--- config.mk ---
export PLATFORM = sky130hd
export DESIGN_NAME = sertx_master
export DESIGN_NICKNAME = d
export VERILOG_FILES = /design/src/rtl/sertx_pkg.sv /design/src/rtl/sertx_ctrl.sv /design/src/rtl/sertx_shifter.sv /design/src/rtl/sertx_pins.sv /design/src/rtl/sertx_master.sv
export SDC_FILE = /design/constraint.sdc
export NUM_CORES = 1
export LEC_CHECK = 0
export BUFFER_PORTS_ARGS = -buffer_cell sky130_fd_sc_hd__buf_2
export CELL_PAD_IN_SITES_DETAIL_PLACEMENT = 1
export CELL_PAD_IN_SITES_GLOBAL_PLACEMENT = 2
export CORE_MARGIN = 3
export CORE_UTILIZATION = 37
export CTS_CLUSTER_DIAMETER = 200
export DETAILED_ROUTE_END_ITERATION = 12
export GPL_TIMING_DRIVEN = 0
export PLACE_DENSITY = 0.8
export SKIP_LAST_GASP = 1
export SLEW_MARGIN = 40
export SYNTH_ARGS = -nofsm -noshare
export SYNTH_HDL_FRONTEND = slang
export SYNTH_HIERARCHICAL = 1
export SYNTH_SLANG_ARGS = --single-unit
--- constraint.sdc ---
create_clock -name clk -period 3.2 [get_ports clk]
set_input_delay 0.32 -clock clk [delete_from_list [all_inputs] [get_ports clk]]
set_output_delay 0.32 -clock clk [all_outputs]
set_load 0.01 [all_outputs]
--- src/rtl/sertx_pkg.sv ---
package sertx_pkg;

    localparam int unsigned WORD_W_DEF = 16;
    localparam int unsigned HALF_DIV_DEF = 2;

    typedef enum logic [1:0] {
        PH_IDLE = 2'd0,
        PH_CONV = 2'd1,
        PH_TAIL = 2'd2
    } conv_phase_t;

    typedef struct packed {
        logic load;
        logic go;
    } shift_cmd_t;

    function automatic int unsigned cnt_w(input int unsigned n);
        return (n < 2) ? 1 : $clog2(n);
    endfunction

endpackage

--- src/rtl/sertx_ctrl.sv ---
module sertx_ctrl
    import sertx_pkg::*;
#(
    parameter int unsigned WORD_W   = WORD_W_DEF,
    parameter int unsigned HALF_DIV = HALF_DIV_DEF
) (
    input  logic              clk,
    input  logic              rst,
    input  logic              conv_start,
    input  logic              conv_done,
    input  logic [WORD_W-1:0] result,
    input  logic              rdc_mode,
    input  logic              master_en,
    input  logic              frame_active,
    input  logic              frame_end,
    output logic              busy,
    output shift_cmd_t        cmd,
    output logic [WORD_W-1:0] load_word
);
    localparam int unsigned WAIT_W = cnt_w(2 * HALF_DIV);

    conv_phase_t       ph_q;
    logic              mode_q;
    logic              wait_q;
    logic [WAIT_W-1:0] wait_cnt;
    logic [WORD_W-1:0] prev_q;

    logic start_ok, done_ok, launch_rar, launch_rdc, arm_rdc;

    always_comb begin
        start_ok   = conv_start && (ph_q == PH_IDLE) && !wait_q && !frame_active;
        done_ok    = conv_done && (ph_q == PH_CONV);
        arm_rdc    = start_ok && rdc_mode && master_en;
        launch_rar = done_ok && !mode_q && master_en;
        launch_rdc = wait_q && (wait_cnt == '0);
        cmd.load   = arm_rdc || launch_rar;
        cmd.go     = launch_rar || launch_rdc;
        load_word  = launch_rar ? result : prev_q;
        busy       = (ph_q != PH_IDLE);
    end

    always_ff @(posedge clk) begin
        if (rst) begin
            ph_q     <= PH_IDLE;
            mode_q   <= 1'b0;
            wait_q   <= 1'b0;
            wait_cnt <= '0;
            prev_q   <= '0;
        end else begin
            if (start_ok) begin
                ph_q   <= PH_CONV;
                mode_q <= rdc_mode;
            end else if (done_ok) begin
                prev_q <= result;
                ph_q   <= launch_rar ? PH_TAIL : PH_IDLE;
            end else if ((ph_q == PH_TAIL) && frame_end) begin
                ph_q <= PH_IDLE;
            end

            if (arm_rdc) begin
                wait_q   <= 1'b1;
                wait_cnt <= WAIT_W'(2 * HALF_DIV - 1);
            end else if (wait_q) begin
                if (wait_cnt == '0) wait_q <= 1'b0;
                else                wait_cnt <= wait_cnt - 1'b1;
            end
        end
    end

    // the latched mode holds for the whole busy interval
    p_mode_hold_r7: assert property (@(posedge clk) disable iff (rst)
        busy |=> (!busy || $stable(mode_q)));

    // a read-after-convert tail lasts exactly while the shifter runs
    p_tail_tracks_frame_r5: assert property (@(posedge clk) disable iff (rst)
        (ph_q == PH_TAIL) |-> frame_active);

endmodule

--- src/rtl/sertx_shifter.sv ---
module sertx_shifter
    import sertx_pkg::*;
#(
    parameter int unsigned WORD_W   = WORD_W_DEF,
    parameter int unsigned HALF_DIV = HALF_DIV_DEF
) (
    input  logic              clk,
    input  logic              rst,
    input  shift_cmd_t        cmd,
    input  logic [WORD_W-1:0] load_word,
    output logic              active,
    output logic              frame_end,
    output logic              sclk_raw,
    output logic              sdout_raw
);
    localparam int unsigned HW = cnt_w(HALF_DIV);
    localparam int unsigned BW = cnt_w(WORD_W);

    logic              active_q, phase_q;
    logic [HW-1:0]     half_q;
    logic [BW-1:0]     bit_q;
    logic [WORD_W-1:0] sh_q;
    logic              half_last, bit_last;

    always_comb begin
        half_last = (half_q == HW'(HALF_DIV - 1));
        bit_last  = (bit_q == BW'(WORD_W - 1));
        frame_end = active_q && half_last && phase_q && bit_last;
        active    = active_q;
        sclk_raw  = active_q && phase_q;
        sdout_raw = active_q && sh_q[WORD_W-1];
    end

    always_ff @(posedge clk) begin
        if (rst) begin
            active_q <= 1'b0;
            phase_q  <= 1'b0;
            half_q   <= '0;
            bit_q    <= '0;
            sh_q     <= '0;
        end else begin
            if (cmd.load) begin
                sh_q <= load_word;
            end else if (active_q && half_last && phase_q) begin
                sh_q <= {sh_q[WORD_W-2:0], 1'b0};
            end

            if (cmd.go) begin
                active_q <= 1'b1;
                phase_q  <= 1'b0;
                half_q   <= '0;
                bit_q    <= '0;
            end else if (active_q) begin
                if (half_last) begin
                    half_q <= '0;
                    if (phase_q) begin
                        phase_q <= 1'b0;
                        if (bit_last) active_q <= 1'b0;
                        else          bit_q <= bit_q + 1'b1;
                    end else begin
                        phase_q <= 1'b1;
                    end
                end else begin
                    half_q <= half_q + 1'b1;
                end
            end
        end
    end

    // checker counter: rising serial-clock phases seen in the current frame
    logic [BW:0] rise_cnt;
    always_ff @(posedge clk) begin
        if (rst || cmd.go)                          rise_cnt <= '0;
        else if (active_q && half_last && !phase_q) rise_cnt <= rise_cnt + 1'b1;
    end

    // every frame has exactly WORD_W clock pulses
    p_pulse_count_r2: assert property (@(posedge clk) disable iff (rst)
        $fell(active_q) |-> (rise_cnt == (BW+1)'(WORD_W)));

    // data does not move while the serial clock is high
    p_data_steady_r2: assert property (@(posedge clk) disable iff (rst)
        (active_q && phase_q && $past(active_q && phase_q)) |-> $stable(sh_q[WORD_W-1]));

endmodule

--- src/rtl/sertx_pins.sv ---
module sertx_pins (
    input  logic gate,
    input  logic inv_sclk,
    input  logic inv_sync,
    input  logic sclk_raw,
    input  logic sync_raw,
    input  logic sdout_raw,
    output logic sclk,
    output logic sync,
    output logic sdout
);
    always_comb begin
        sclk  = (sclk_raw && !gate) ^ inv_sclk;
        sync  = (sync_raw && !gate) ^ inv_sync;
        sdout = sdout_raw && !gate;
    end
endmodule

--- src/rtl/sertx_master.sv ---
module sertx_master
    import sertx_pkg::*;
#(
    parameter int unsigned WORD_W   = WORD_W_DEF,
    parameter int unsigned HALF_DIV = HALF_DIV_DEF
) (
    input  logic              clk,
    input  logic              rst,
    input  logic              conv_start,
    input  logic              conv_done,
    input  logic [WORD_W-1:0] result,
    input  logic              rdc_mode,
    input  logic              inv_sclk,
    input  logic              inv_sync,
    input  logic              ser_sel,
    input  logic              ext_clk_sel,
    input  logic              cs_n,
    input  logic              rd_n,
    output logic              busy,
    output logic              sclk,
    output logic              sync,
    output logic              sdout
);
    shift_cmd_t        cmd;
    logic [WORD_W-1:0] load_word;
    logic              frame_active, frame_end, sclk_raw, sdout_raw;
    logic              master_en, gate;

    assign master_en = ser_sel && !ext_clk_sel;
    assign gate      = cs_n || rd_n;

    sertx_ctrl #(.WORD_W(WORD_W), .HALF_DIV(HALF_DIV)) u_ctrl (
        .clk(clk), .rst(rst), .conv_start(conv_start), .conv_done(conv_done),
        .result(result), .rdc_mode(rdc_mode), .master_en(master_en),
        .frame_active(frame_active), .frame_end(frame_end),
        .busy(busy), .cmd(cmd), .load_word(load_word)
    );

    sertx_shifter #(.WORD_W(WORD_W), .HALF_DIV(HALF_DIV)) u_shift (
        .clk(clk), .rst(rst), .cmd(cmd), .load_word(load_word),
        .active(frame_active), .frame_end(frame_end),
        .sclk_raw(sclk_raw), .sdout_raw(sdout_raw)
    );

    sertx_pins u_pins (
        .gate(gate), .inv_sclk(inv_sclk), .inv_sync(inv_sync),
        .sclk_raw(sclk_raw), .sync_raw(frame_active), .sdout_raw(sdout_raw),
        .sclk(sclk), .sync(sync), .sdout(sdout)
    );

    // the shifter presents no data outside a frame
    p_quiet_idle_r3: assert property (@(posedge clk) disable iff (rst)
        !frame_active |-> !sdout_raw);

endmodule

==> impl_results.md <==
* CTS resizes at 0
* Asr flop ratio synth at 0%
* Largest net degree at the start of global routing at 15
* Core Region at between 5000 and 6000 um^2
* Relative slew slack at 63.0%
* H-tree depth at 2
* Mapped Area at approximately 2300 um^2
* Reg clk slew, reported paths at ~90 ps
* Slowest stage delay, CP at between 500 and 600 ps
* Die X at around 84 um
* Router iterations before antenna repair at 3
* HP Class: in -> reg
* Setup TNS Final at 0 ps
* CTS Buf Count at 5
* Clock Tree Root: clkbuf_8
* Placed wire-length estimate at 3900 um
* Wire per inst at about 14 um
* Placed insts at approximately 360
* Clock Sink Count at 45
* Synth unique cells at 39
* Yosys reg bits at 45
* Number of buffers and inverters on the critical path at 1
* # rows at 27
* Post-synth top area share at between 30% and 40%
* Crit path required time at 3400 ps
* Initial antenna violation count at 0
* Buffers on Ports at 30
* Final #Nets at roughly 320
* Slew Viols, Final at 0
* Clock tree buffer depth at 2
* Die Span Y at roughly 84 um
* Max Cap Violations at 0
* CP max-delay cell: or4_4
* CTS tree: done
* Kind of end point of the critical path: register
* Most common cell in the synthesized netlist: dfxtp_1
* Reg area at ~900 um^2
* Area grow syn2layout at 16.5%
* Die area at ~7100 um^2
* Dominant cell type by area after synthesis: dfxtp_1
* Synth Area per Inst at 8.87 um^2
* DP Worst Slack at 975 ps
* Period minus WS final at about 2100 ps
* Unrepaired setup endpoints after global routing: false
* Post-synth EDFFs at 0
* I/O Pins at 31
* CP Launch Type: register
* Post-CTS Setup Inserts at 0
* Maximum fanout along the worst path at 10
* Final hold vios at 0
* Total chip power at roughly 1200 uW
* Pwr/cell area at between 400 and 500 nW/um^2
* Synth warn at 6
* CP Cell Sequence: or2_1, or4_4, nand2_1, clkbuf_1, a21oi_1, o21a_1
* Initial Util at ~40%
* Fmax at 0.468 GHz
* GRT Total Usage at approximately 15%
* Setup Viol. Count Final at 0
* Worst Tran Pin Value at 554 ps
* Non-filler cells, final at between 300 and 400
* Status: finished clean
* Crit path kind: reg -> reg
* Vias in the first global route at 1904
* WP data arrival at between 2000 and 2500 ps
* Routed Antenna Nets at 0
* Clk_skew at between 4 and 5 ps
* Top post-synthesis cells by count: 45 x dfxtp_1, 40 x a21oi_1, 39 x nand2_1
* Share of cells above drive strength 1 at between 20% and 30%
* Hold Slack at around 260 ps
* Synth Flop Type: dfxtp_1
* Leak at 0.00106 uW
* Multi-input logic area at around 1200 um^2
* Final RePlAce weighted congestion at around 0.70
* First-pass GRT wire length at roughly 8600 um
* Seq/Total Area, Yosys at between 30% and 40%
* Worst vdd rail ir drop at about 230 uV
* Top post-synthesis cells by area: dfxtp_1 40%, mux2_2 16%, a21oi_1 8.8%
* Via density at 5.07
* Routed WL at a little over 5000 um
* Skew-Pair Late Insertion Delay at about 300 ps
* DR iter-0 viols at between 60 and 70
* Diode count at 0
* Vias at between 1500 and 2000
* Synth Net Count at around 290
* Mapped Cells at 256
* Final period utilization at 66.8%
* GRT overflow at 0
* CP top delay family: simple AND/OR/NAND/NOR gates
* Residual DRC at 0
* Hold_buf cts at 0
* Number of fill cells at about 700
* Final WS setup at roughly 1100 ps
cells in the final DEF, fill, tap and decap left out, drive strengths merged, types with 6 or more instances in the layout:
master | Yosys | routed
mux2 | 32 | 32
clkbuf | 9 | 14
nand2 | 39 | 39
buf | 6 | 36
nand2b | 6 | 6
a21oi | 40 | 40
inv | 20 | 20
o21a | 15 | 15
dfxtp | 45 | 45
per-layer routing:
layer | track usage [%] | routed length (um) | vias to the layer above | share of wire, %
met4 | 6.04 | 65 | 0 | 1.3
li1 | - | - | 932 | -
met3 | 2.94 | 189 | 6 | 3.7
met2 | 25.8 | 2460 | 27 | 48
met1 | 18.1 | 2350 | 890 | 46
met5 | 0 | 0 | - | 0
final timing paths:
kind | from | cells after the start | slack [ps] | end
worst max-delay path | u_ctrl/ph_q[0]$_SDFFE_PP0P_ | 6 | 1060 | u_shift/sh_q[12]$_SDFFE_PP0P_
worst min-delay path | result[6] | 3 | 260 | u_ctrl/prev_q[6]$_SDFFE_PP0P_
worst max register to register | u_ctrl/ph_q[0]$_SDFFE_PP0P_ | 6 | 1060 | u_shift/sh_q[12]$_SDFFE_PP0P_
worst min register to register | u_ctrl/prev_q[0]$_SDFFE_PP0P_ | 2 | 460 | u_ctrl/prev_q[0]$_SDFFE_PP0P_
worst min-delay path: cells and delay by family:
| family | cells | cell delay, ps |
|---|---|---|
| and+or+nand+nor | 1 | 50 |
| AOI/OAI and AO/OA | 1 | 50 |
| buffers and inverters | 1 | 100 |
cell families after synthesis:
kind of cell / synth area share, %
XOR/XNOR: 1.93
multiplexers: 16.3
AO/OA/AOI/OAI: 15.8
AND/OR/NAND/NOR: 18.1
adder cells (fa/ha/maj): 1.10
buffers and inverters: 7.16
flip-flops: 39.7
layout make-up:
class | count | area share (%)
repair buffers | 30 | 5.68
clock inverters | 3 | 2.46
inverters | 20 | 2.84
multi-input cells | 176 | 45.6
clock buffers | 5 | 2.60
plain buffers | 15 | 3.31
flip-flops and latches | 45 | 34.1
well taps | 72 | 3.41
where the power goes:
group	internal, uW	switching [uW]
registers	584	14.1
clock network	310	202
logic	66.7	71.7
total	961	288
through the flow:
step	util [%]	cell area (um^2)
finish	46.3	2650
global placement	44.0	2510
detailed placement	44.0	2510
global route	46.3	2650
floorplan	-	2270
CTS	46.3	2650
sequential cells by signal, indices dropped and copies added, names as in the netlist:
name and cells:
u_shift/bit_q 4, u_shift/sh_q 16, u_shift/phase_q 1, u_ctrl/prev_q 16, u_shift/active 1, u_ctrl/ph_q 2
u_ctrl/wait_q 1, u_ctrl/wait_cnt 2, u_ctrl/mode_q 1, u_shift/half_last 1
Note: power is estimated with default switching activity, not from simulation.
